[src/rtl/war_pkg.sv]
package war_pkg;

   typedef enum logic [2:0] {
      S_IDLE,
      S_RD,
      S_GAP,
      S_MRG,
      S_WR,
      S_DONE
   } war_state_e;

   // Margin value with zero promoted to one tick.
   function automatic logic [7:0] at_least_one(input logic [7:0] v);
      return (v == 8'd0) ? 8'd1 : v;
   endfunction

endpackage

[src/rtl/war_phase_cnt.sv]
module war_phase_cnt #(
   parameter int CNT_W = 4
) (
   input  logic             clk,
   input  logic             rst_n,
   input  logic             clear_i,
   input  logic [CNT_W-1:0] limit_i,
   output logic             last_o
);

   logic [CNT_W-1:0] cnt_q;

   always_ff @(posedge clk or negedge rst_n) begin
      if (!rst_n)       cnt_q <= '0;
      else if (clear_i) cnt_q <= '0;
      else              cnt_q <= cnt_q + 1'b1;
   end

   assign last_o = (cnt_q == limit_i - 1'b1);

   // a phase never runs past its limit
   p_cnt_in_range_r2: assert property (@(posedge clk) disable iff (!rst_n)
      (!clear_i && limit_i != '0) |-> (cnt_q < limit_i))
      else $error("phase counter beyond limit");

endmodule

[src/rtl/war_row_store.sv]
module war_row_store #(
   parameter int  ROWS      = 8,
   parameter int  ROW_W     = 128,
   parameter bit  ZERO_INIT = 1'b1,
   localparam int ROW_AW    = $clog2(ROWS)
) (
   input  logic              clk,
   input  logic              rst_n,
   input  logic [ROW_AW-1:0] idx_i,
   input  logic              we_i,
   input  logic [ROW_W-1:0]  wrow_i,
   output logic [ROW_W-1:0]  rrow_o
);

   logic [ROW_W-1:0] mem [ROWS];

   for (genvar r = 0; r < ROWS; r++) begin : g_row
      if (ZERO_INIT) begin : g_rst
         always_ff @(posedge clk or negedge rst_n) begin
            if (!rst_n)                                   mem[r] <= '0;
            else if (we_i && idx_i == ROW_AW'(r))          mem[r] <= wrow_i;
         end
      end else begin : g_norst
         always_ff @(posedge clk) begin
            if (we_i && idx_i == ROW_AW'(r)) mem[r] <= wrow_i;
         end
      end
   end

   assign rrow_o = mem[idx_i];

   // the whole row lands in the addressed entry
   p_whole_row_r7: assert property (@(posedge clk) disable iff (!rst_n)
      we_i |=> (mem[$past(idx_i)] == $past(wrow_i)))
      else $error("row write-back incomplete");

endmodule

[src/rtl/war_lane_merge.sv]
module war_lane_merge #(
   parameter int  ROW_W  = 128,
   parameter int  WORD_W = 16,
   localparam int LANES  = ROW_W / WORD_W,
   localparam int SEL_W  = $clog2(LANES)
) (
   input  logic [ROW_W-1:0]  row_i,
   input  logic [SEL_W-1:0]  lane_i,
   input  logic [WORD_W-1:0] word_i,
   output logic [ROW_W-1:0]  row_o
);

   for (genvar l = 0; l < LANES; l++) begin : g_lane
      assign row_o[l*WORD_W +: WORD_W] =
         (lane_i == SEL_W'(l)) ? word_i : row_i[l*WORD_W +: WORD_W];
   end

endmodule

[src/rtl/war_seq.sv]
module war_seq
   import war_pkg::*;
#(
   parameter int  ROWS      = 8,
   parameter int  ROW_W     = 128,
   parameter int  WORD_W    = 16,
   parameter int  MARGIN_W  = 4,
   parameter bit  ZERO_INIT = 1'b1,
   localparam int LANES     = ROW_W / WORD_W,
   localparam int SEL_W     = $clog2(LANES),
   localparam int ROW_AW    = $clog2(ROWS),
   localparam int ADDR_W    = ROW_AW + SEL_W
) (
   input  logic                clk,
   input  logic                rst_n,
   input  logic                req_i,
   input  logic [ADDR_W-1:0]   addr_i,
   input  logic [WORD_W-1:0]   wdata_i,
   input  logic [MARGIN_W-1:0] rd_width_i,
   input  logic [MARGIN_W-1:0] gap_i,
   input  logic [MARGIN_W-1:0] wr_width_i,
   output logic                busy_o,
   output logic                rwl_o,
   output logic                wwl_o,
   output logic                done_o,
   output logic [ROW_W-1:0]    latch_row_o,
   output logic [ROW_AW-1:0]   latch_row_idx_o
);

   // elaboration-time parameter checks
   if (ROW_W % WORD_W != 0)          begin : g_chk_div  $error("ROW_W must be a multiple of WORD_W"); end
   if ((1 << SEL_W) != LANES)        begin : g_chk_lane $error("lane count must be a power of two"); end
   if ((1 << ROW_AW) != ROWS)        begin : g_chk_rows $error("ROWS must be a power of two"); end
   if (MARGIN_W < 1 || MARGIN_W > 8) begin : g_chk_mw   $error("MARGIN_W must be 1..8"); end

   war_state_e          state_q, state_d;
   logic [ROW_AW-1:0]   row_q;
   logic [SEL_W-1:0]    lane_q;
   logic [WORD_W-1:0]   word_q;
   logic [MARGIN_W-1:0] rd_q, gap_q, wr_q;
   logic [ROW_W-1:0]    latch_q;
   logic [ROW_W-1:0]    stored_row;
   logic [ROW_W-1:0]    merged_row;
   logic [MARGIN_W-1:0] limit;
   logic                phase_last;
   logic                accept;
   logic                cnt_clear;
   logic                store_we;

   assign accept = req_i && (state_q == S_IDLE);

   // next state
   always_comb begin
      state_d = state_q;
      unique case (state_q)
         S_IDLE:  if (req_i)      state_d = S_RD;
         S_RD:    if (phase_last) state_d = S_GAP;
         S_GAP:   if (phase_last) state_d = S_MRG;
         S_MRG:                   state_d = S_WR;
         S_WR:    if (phase_last) state_d = S_DONE;
         S_DONE:                  state_d = S_IDLE;
         default:                 state_d = S_IDLE;
      endcase
   end

   always_comb begin
      unique case (state_q)
         S_RD:    limit = rd_q;
         S_GAP:   limit = gap_q;
         S_WR:    limit = wr_q;
         default: limit = MARGIN_W'(1);
      endcase
   end

   assign cnt_clear = (state_d != state_q) || (state_q == S_IDLE);

   war_phase_cnt #(.CNT_W(MARGIN_W)) i_cnt (
      .clk     (clk),
      .rst_n   (rst_n),
      .clear_i (cnt_clear),
      .limit_i (limit),
      .last_o  (phase_last)
   );

   always_ff @(posedge clk or negedge rst_n) begin
      if (!rst_n) state_q <= S_IDLE;
      else        state_q <= state_d;
   end

   // request capture: margins sampled once, zero promoted to one tick
   always_ff @(posedge clk or negedge rst_n) begin
      if (!rst_n) begin
         row_q  <= '0;
         lane_q <= '0;
         word_q <= '0;
         rd_q   <= MARGIN_W'(1);
         gap_q  <= MARGIN_W'(1);
         wr_q   <= MARGIN_W'(1);
      end else if (accept) begin
         row_q  <= addr_i[ADDR_W-1:SEL_W];
         lane_q <= addr_i[SEL_W-1:0];
         word_q <= wdata_i;
         rd_q   <= MARGIN_W'(at_least_one(8'(rd_width_i)));
         gap_q  <= MARGIN_W'(at_least_one(8'(gap_i)));
         wr_q   <= MARGIN_W'(at_least_one(8'(wr_width_i)));
      end
   end

   war_row_store #(
      .ROWS      (ROWS),
      .ROW_W     (ROW_W),
      .ZERO_INIT (ZERO_INIT)
   ) i_store (
      .clk    (clk),
      .rst_n  (rst_n),
      .idx_i  (row_q),
      .we_i   (store_we),
      .wrow_i (latch_q),
      .rrow_o (stored_row)
   );

   war_lane_merge #(
      .ROW_W  (ROW_W),
      .WORD_W (WORD_W)
   ) i_merge (
      .row_i  (latch_q),
      .lane_i (lane_q),
      .word_i (word_q),
      .row_o  (merged_row)
   );

   // row latch: capture at end of read pulse, merge in the merge cycle
   always_ff @(posedge clk or negedge rst_n) begin
      if (!rst_n)                              latch_q <= '0;
      else if (state_q == S_RD && phase_last)  latch_q <= stored_row;
      else if (state_q == S_MRG)               latch_q <= merged_row;
   end

   assign store_we        = (state_q == S_WR) && phase_last;
   assign rwl_o           = (state_q == S_RD);
   assign wwl_o           = (state_q == S_WR);
   assign done_o          = (state_q == S_DONE);
   assign busy_o          = (state_q != S_IDLE);
   assign latch_row_o     = latch_q;
   assign latch_row_idx_o = row_q;

   // wordlines exclusive
   p_no_overlap_r4: assert property (@(posedge clk) disable iff (!rst_n)
      !(rwl_o && wwl_o))
      else $error("wordlines overlap");

   // read pulse always followed by the gap
   p_gap_after_read_r4: assert property (@(posedge clk) disable iff (!rst_n)
      $fell(rwl_o) |-> (state_q == S_GAP))
      else $error("no gap after read pulse");

   // write pulse preceded by the merge cycle
   p_merge_before_write_r6: assert property (@(posedge clk) disable iff (!rst_n)
      $rose(wwl_o) |-> ($past(state_q) == S_MRG))
      else $error("write pulse without merge");

   // captured request frozen while busy
   p_ignore_busy_r8: assert property (@(posedge clk) disable iff (!rst_n)
      busy_o |=> ($stable(row_q) && $stable(lane_q) && $stable(word_q) && $stable(rd_q)))
      else $error("request taken while busy");

   // done ends the busy window
   p_done_last_r1: assert property (@(posedge clk) disable iff (!rst_n)
      done_o |=> !busy_o)
      else $error("busy after done");

   // latch held while idle
   p_latch_hold_r9: assert property (@(posedge clk) disable iff (!rst_n)
      (state_q == S_IDLE) |=> $stable(latch_q))
      else $error("latch changed while idle");

endmodule

[config.mk]
export PLATFORM = sky130hd
export DESIGN_NAME = war_seq
export DESIGN_NICKNAME = d
export VERILOG_FILES = /design/src/rtl/war_pkg.sv /design/src/rtl/war_phase_cnt.sv /design/src/rtl/war_row_store.sv /design/src/rtl/war_lane_merge.sv /design/src/rtl/war_seq.sv
export SDC_FILE = /design/constraint.sdc
export NUM_CORES = 2
export LEC_CHECK = 0
export BUFFER_PORTS_ARGS = -buffer_cell sky130_fd_sc_hd__buf_2
export CAP_MARGIN = 15
export CORE_MARGIN = 10
export CORE_UTILIZATION = 55
export DETAILED_ROUTE_END_ITERATION = 16
export PLACE_DENSITY = 0.81
export SLEW_MARGIN = 30
export SYNTH_ARGS = -nofsm -noshare
export SYNTH_HDL_FRONTEND = slang
export SYNTH_SLANG_ARGS = --single-unit
[constraint.sdc]
create_clock -name clk -period 3.1 [get_ports clk]
set_input_delay 0 -clock clk [delete_from_list [all_inputs] [get_ports clk]]
set_output_delay 0 -clock clk [all_outputs]
set_load 0.02 [all_outputs]
Yosys cells after proc, flatten, opt, wreduce, memory -nomap -nowiden
Cells that the tools add are included.
- add/sub/neg operators: 2
- $lt $le $gt $ge: 1
- equal/unequal tests: 21
- mux-type cells: 23
- bitwise gates (word level): 1
- reductions and logical operators: 36
- operators with widths (operator ; count):
    2-to-1 mux 128 bit ; 4
    binary-select mux 128 bit (select 3 bit) ; 1
    2-to-1 mux 16 bit ; 8
    == test 3 bit, second input constant ; 10
    == test 3 x 2 -> 1 bit, second input constant ; 6
    nonzero test 2 bit ; 9
    2-to-1 mux 4 bit ; 4
    AND reduction 2 bit ; 8
    one-hot mux 3 bit (5 select lines) ; 1
    zero test 4 bit ; 3
    2-to-1 mux 3 bit ; 4
    one-hot mux 4 bit (3 select lines) ; 1
    logical AND 1 bit ; 11
    == test 3 x 1 -> 1 bit, second input constant ; 3
    zero test 3 bit ; 3
    adder 4 x 1 -> 4 bit, second input constant ; 1
    == test 4 bit ; 1
    greater-or-equal comparator 4 bit, second input constant ; 1
    inverter 3 -> 4 bit ; 1
    subtractor 4 x 1 -> 4 bit, second input constant ; 1
    != test 3 bit ; 1
    nonzero test 3 bit ; 1
    logical OR 1 bit ; 1
- bits in registers: 1193
- input bits: 37
- output and inout bits: 135
- word-level logic and storage cells: 108

Logic depth before layout (Yosys ltp)
- depth in word-level cells: 9
- depth in mapped cells: 14
- mapped depth without buffers: 9

Hierarchy
A second synthesis with hierarchy kept.
- cell total of the unflattened synthesis: 3860
- area total of the unflattened synthesis: 56006.2 sq um
- by module, submodules not included (module ; instances ; cells an instance ; area an instance (sq um) ; sequential area each (sq um)):
    war_row_store ; 1 ; 3142 ; 46643.5 ; 25624.6
    war_seq ; 1 ; 548 ; 7293.2 ; 4132.7
    war_lane_merge ; 1 ; 147 ; 1821.7 ; 0.0
    war_phase_cnt ; 1 ; 23 ; 247.7 ; 100.1

Worst setup path before layout
Ideal clock, no wire load.
- kind: register -> register
- start point: register state_q[2]
- end point: register i_store.mem[519] (netlist name)
- library setup time: 125 ps
- data arrival time: 3164 ps
- required time: 2975 ps
- setup slack: -189 ps
- stages on the path, launching flop included: 14
- buffers on the path: 4
- period minus slack after synthesis: 3289 ps
- path through: dfrtp_1 > buf_2 > nor3b_4 > a221o_1 > ha_1 > xor2_1 > a31oi_1 > nand3b_1 > nor4_2 > buf_4 > and4b_4 > buf_12 > buf_12 > mux2_4
- cells in the longest elaborated chain, start to end: 6
- elaborated cells on any way between the ends: 8
- those cells by class: add/sub (1); eq/ne (4); mux (1); reduce/logical (2)
- RTL lines (item ; RTL line ; text):
    from (decl) ; war_seq.sv:36 ; war_state_e state_q, state_d;
    from (signal assigned) ; war_seq.sv:87 ; else state_q <= state_d;
    == test 3 x 1 -> 1 bit ; - ;
    named net rwl_o ; war_seq.sv:23 ; output logic rwl_o,
    one-hot mux 4 bit (3 select lines) ; war_seq.sv:67 ; unique case (state_q)
    subtractor 4 x 1 -> 4 bit ; war_phase_cnt.sv:19 ; assign last_o = (cnt_q == limit_i - 1'b1);
    == test 4 bit ; war_phase_cnt.sv:19 ;
    logical AND 1 bit ; war_seq.sv:139 ; assign store_we = (state_q == S_WR) && phase_last;
    logical AND 1 bit ; war_row_store.sv:21 ; else if (we_i && idx_i == ROW_AW'(r)) mem[r] <= wrow_i;
    to (signal, indexed assignment) ; war_row_store.sv:21 ;
    to (decl) ; war_row_store.sv:15 ; logic [ROW_W-1:0] mem [ROWS];
The timed path passes the listed nets, and every way through them passes these cells.
A chain may end at the register's enable or synchronous reset.

Worst setup path in the final report
- start point: register state_q[2]
- end point: register i_store.mem[419] (netlist name)
- cells in the longest elaborated chain, start to end: 6
- elaborated cells on any way between the ends: 8
- those cells by class: add/sub (1); eq/ne (4); mux (1); reduce/logical (2)
- RTL lines (item ; RTL line):
    == test 3 bit (tied with other cells) ; war_seq.sv:67, war_seq.sv:139
    one-hot mux 4 bit (3 select lines) ; war_seq.sv:67
    subtractor 4 x 1 -> 4 bit ; war_phase_cnt.sv:19
    == test 4 bit ; war_phase_cnt.sv:19
    logical AND 1 bit (*) ; war_seq.sv:139
    logical AND 1 bit (*) ; war_row_store.sv:21
Every way passes the cells marked *; elsewhere a longest branch is shown, timed or not.

==> impl_summary.log <==
[metrics] largest voltage drop on the vdd net: slightly below 1000 uV
[metrics] power per cell area: ~740 nW/um^2
[metrics] worst relative slew slack: 0.330
[metrics] most used cells in the layout excluding fill and tap cells: sky130_fd_sc_hd__dfrtp_1, sky130_fd_sc_hd__mux2_2, sky130_fd_sc_hd__mux2i_1, sky130_fd_sc_hd__mux2_4, sky130_fd_sc_hd__mux4_2
[metrics] failing checks: setup timing
[metrics] global-route wire length before repair: just over 200 mm
[metrics] Gate Count Post-Synth: ~3200
[metrics] core region area: 97000 um^2
[metrics] Core Util, Final: 0.666
[metrics] area of the die: 111000 um^2
[metrics] horizontal extent of the die: 333 um
[metrics] setup repair after global routing missed its margin: yes
[metrics] endpoints failing setup: ~810
[metrics] footprint of the multi-input gates: around 23000 um^2
[metrics] HPWL Detailed: 78.4 mm
[metrics] buffer and inverter count on the worst path: 6
[metrics] 1st-pass router iterations: 5
[metrics] register area: 29900 um^2
[metrics] CTS tree: yes
[metrics] count of nets after finishing: 3620
[metrics] number of warnings issued by yosys: 0
[metrics] stage delay of the slowest cell on the critical path: ~0.46 ns
[metrics] maximum fanout along the worst path: 8
[metrics] DRC violation count after routing: 0
[metrics] iteration-0 DRC count of the detailed router: between 2000 and 2500
[metrics] cell with the largest stage delay on the worst path: sky130_fd_sc_hd__dfrtp_2
[metrics] maximum clock path buffer count: 3
[metrics] Site Rows: around 110
[metrics] vias per cell: about 6.2
[metrics] sequential-to-total area share from yosys stat: 0.554
[metrics] Leakage: ~33 nW
[metrics] Worst Setup Path Type: reg -> reg
[metrics] level count of the clock H-tree: 3
[metrics] Clock Skews: roughly 0.023 ns
[metrics] Max Clk Rate: 304 MHz
[metrics] area delta synth->final: 19.8%
[metrics] main area contributors after synthesis: sky130_fd_sc_hd__dfrtp_1, sky130_fd_sc_hd__mux2_2, sky130_fd_sc_hd__mux4_2, sky130_fd_sc_hd__mux2i_1, sky130_fd_sc_hd__mux2_4
[metrics] Initial Utilization: 0.556
[metrics] final critical delay including setup and external delays: 3.29 ns
[metrics] final critical-path setup slack: -0.187 ns
[metrics] initial antenna violation count: 6
[metrics] unique cell type count in the Yosys netlist: just over 50
[metrics] final max-slew violation count: 0
[metrics] proportion of register bits with asynchronous set or reset after synthesis: 1.00
[metrics] die height: 333 um
[metrics] insertion delay of the later-clocked pin in the worst-skew pair: 0.71 ns
[metrics] Final Hold Fails: 0
[metrics] via count of the first global-routing pass: between 30000 and 40000
[metrics] vias post-DR: a little over 30000
[metrics] number of buffers added on ports: approximately 170
[metrics] startpoint types: flop
[metrics] TritonCTS Sinks: roughly 1200
[metrics] fin crit share: 1.06
[metrics] Synthesized Nets: 3256
[metrics] final instance count without filler cells: around 5000
[metrics] largest net degree at the start of global routing: 125
[metrics] flops & latches, synth: 1193
[metrics] type of the worst min-delay path: in -> reg
[metrics] number of enable flip-flop cells after synthesis: 0
[metrics] Max Cap Violations: 0
[metrics] total design power: 47.7 mW
[metrics] final estimated routing congestion in global placement: approximately 0.79
[metrics] commonest non-fill, non-tap cell in the layout: sky130_fd_sc_hd__dfrtp_1
[metrics] fraction of layout cells with a size suffix above 1: 0.521
[metrics] All-Layer GR Usage: 0.239
[metrics] Cells after DPL: 4612
[metrics] cell type group with the largest total delay on the critical path: buffers and inverters
[metrics] count of antenna-violating nets left after detailed routing: 0
[metrics] Synth area leader: sky130_fd_sc_hd__dfrtp_1
[metrics] result of the run: finished with violations
[metrics] grt ovf: 0
[metrics] Reg clk slew, reported paths: approximately 0.06 ns
[metrics] Highest Signal Layer: met5
[metrics] crit path DAT: 3.86 ns
[metrics] met2 WL post-DR: 66.9 mm
[metrics] Critical Path Sink Type: flop
[metrics] clock root buffer: sky130_fd_sc_hd__clkbuf_16
[metrics] cells along the critical path: buf_6, nor4b_4, a221o_1, ha_2, xor2_2, a31oi_1, nand3b_1, nor4_2, buf_4, buf_6, nand4_1, buf_6, buf_12, clkbuf_16, mux2_4
[metrics] wire length on met1: roughly 60 mm
[metrics] number of filler instances in the final layout: between 6000 and 7000
[metrics] average wire per standard cell: roughly 29 um
[metrics] top-level I/O count: approximately 170
[metrics] average instance area after synthesis: 16.8 um^2
[metrics] Setup Total Neg Slack: -56.56 ns
[metrics] top flip-flop cell by instance count after synthesis: sky130_fd_sc_hd__dfrtp_1
[metrics] Cell Area, Synth: around 54000 um^2
[metrics] most numerous cell on the critical path: sky130_fd_sc_hd__buf_6
[metrics] total wirelength of the detailed-routed design: 142 mm
[metrics] required arrival time at the worst endpoint: around 3.7 ns
[metrics] Tightest Pin Transition: just over 1 ns
[metrics] area share of the largest cell type after synthesis: 0.552
[metrics] CTS Buf Count: 121
[metrics] length of routed met3 wiring: around 11 mm
-- worst register-to-register path, stage by stage, from the launching register on --
cell and delay, ns:
sky130_fd_sc_hd__dfrtp_2 0.46, sky130_fd_sc_hd__buf_6 0.15, sky130_fd_sc_hd__nor4b_4 0.24, sky130_fd_sc_hd__a221o_1 0.18, sky130_fd_sc_hd__ha_2 0.21, sky130_fd_sc_hd__xor2_2 0.16
sky130_fd_sc_hd__a31oi_1 0.05, sky130_fd_sc_hd__nand3b_1 0.19, sky130_fd_sc_hd__nor4_2 0.15, sky130_fd_sc_hd__buf_4 0.21, sky130_fd_sc_hd__buf_6 0.12, sky130_fd_sc_hd__nand4_1 0.15
sky130_fd_sc_hd__buf_6 0.23, sky130_fd_sc_hd__buf_12 0.17, sky130_fd_sc_hd__clkbuf_16 0.20, sky130_fd_sc_hd__mux2_4 0.30
-- final timing paths --
| kind | startpoint | to | slack (ns) | cells past startpoint |
|---|---|---|---|---|
| max in group asynchronous | rst_n | latch_row_o[27] | 2.21 | 4 |
| max | state_q[2] | i_store.mem[419] | -0.19 | 15 |
| min | wdata_i[9] | word_q[9] | 0.07 | 3 |
| min in group asynchronous | rst_n | i_store.mem[488] | 0.21 | 3 |
| min reg2reg | i_store.mem[117] | i_store.mem[117] | 0.49 | 1 |
| max reg2reg | state_q[2] | i_store.mem[419] | -0.19 | 15 |
-- per-layer routing --
metal / track usage / vias up
met4: 0.0776 / 4
met1: 0.329 / 16814
met2: 0.370 / 1002
met3: 0.0629 / 236
met5: 0 / -
li1: - / 12795
-- report_power, final --
| group | leakage [nW] | total (mW) | internal, mW | switching, mW |
|---|---|---|---|---|
| sequential | 16.6 | 20.2 | 17.0 | 3.15 |
| clock | 1.98 | 14.7 | 8.52 | 6.15 |
| combinational | 14.1 | 12.9 | 5.63 | 7.26 |
| total | 32.7 | 47.7 | 31.2 | 16.6 |
-- cells by family (layout without fill, tap and decap cells) --
family | Yosys count | count (layout) | synth area share
buffers and inverters | 240 | 698 | 0.0295
muxes | 1696 | 1696 | 0.406
adders and majority gates | 2 | 2 | 0.000464
DFF | 1193 | 1193 | 0.554
other | 0 | 2 | 0
xor gates and xnor gates | 6 | 6 | 0.000974
AOI/OAI and AO/OA | 13 | 13 | 0.00186
and+or+nand+nor | 67 | 67 | 0.00819
-- stage by stage --
stage | setup WS (ns) | hold slack (ns) | cell area (um^2)
floorplan | -0.0816 | -0.296 | 54000
global placement | -0.0962 | 0.0566 | 57400
detailed placement | -0.190 | 0.0602 | 57500
CTS | -0.144 | 0.0275 | 62600
global route | -0.312 | 0.0706 | 64600
finish | -0.187 | 0.0686 | 64600
-- synth_stat cells, types with 3 or more instances --
library cell                  n
sky130_fd_sc_hd__dfstp_2      3
sky130_fd_sc_hd__nand2_1      5
sky130_fd_sc_hd__mux2i_1    385
sky130_fd_sc_hd__a21oi_1      3
sky130_fd_sc_hd__nand4_1      5
sky130_fd_sc_hd__nor2_1      15
sky130_fd_sc_hd__dfrtp_1   1190
sky130_fd_sc_hd__nor3_1       5
sky130_fd_sc_hd__buf_12      11
sky130_fd_sc_hd__xor2_1       4
sky130_fd_sc_hd__mux2_1     114
sky130_fd_sc_hd__clkbuf_1    61
sky130_fd_sc_hd__mux2_2     841
sky130_fd_sc_hd__buf_6       54
sky130_fd_sc_hd__inv_1        3
sky130_fd_sc_hd__buf_4        7
sky130_fd_sc_hd__nand3_1      4
sky130_fd_sc_hd__nor2b_1      3
sky130_fd_sc_hd__mux4_2     256
sky130_fd_sc_hd__and2_1       3
sky130_fd_sc_hd__and4b_1      3
sky130_fd_sc_hd__buf_1       41
sky130_fd_sc_hd__mux2_4     100
sky130_fd_sc_hd__buf_2       63
sky130_fd_sc_hd__nor4bb_1     4
-- final cells by class --
type	count	share of cell area
Antenna cell	2	0.0000775
Timing Repair Buffer	478	0.0879
Tap cell	1276	0.0247
Inverter	3	0.000174
Clock inverter	39	0.00670
Sequential cell	1193	0.462
Multi-Input combinational cell	1784	0.363
Clock buffer	178	0.0553
-- timing repair --
action	in CTS	in global routing
hold buffers	40	0
hold endpoints to repair	1069	0
setup endpoints to repair	879	1065
gates cloned	13	34
resized for setup	32	301
setup buffers	16	26
-- sequential cells by signal, summed over array words and instances, names as in the netlist --
name / flops
i_store.mem: 1024
latch_row_o: 128
word_q: 16
gap_q: 4
i_cnt.cnt_q: 4
rd_q: 4
wr_q: 4
lane_q: 3
latch_row_idx_o: 3
state_q: 3
Note: power is estimated with default switching activity, not from simulation.
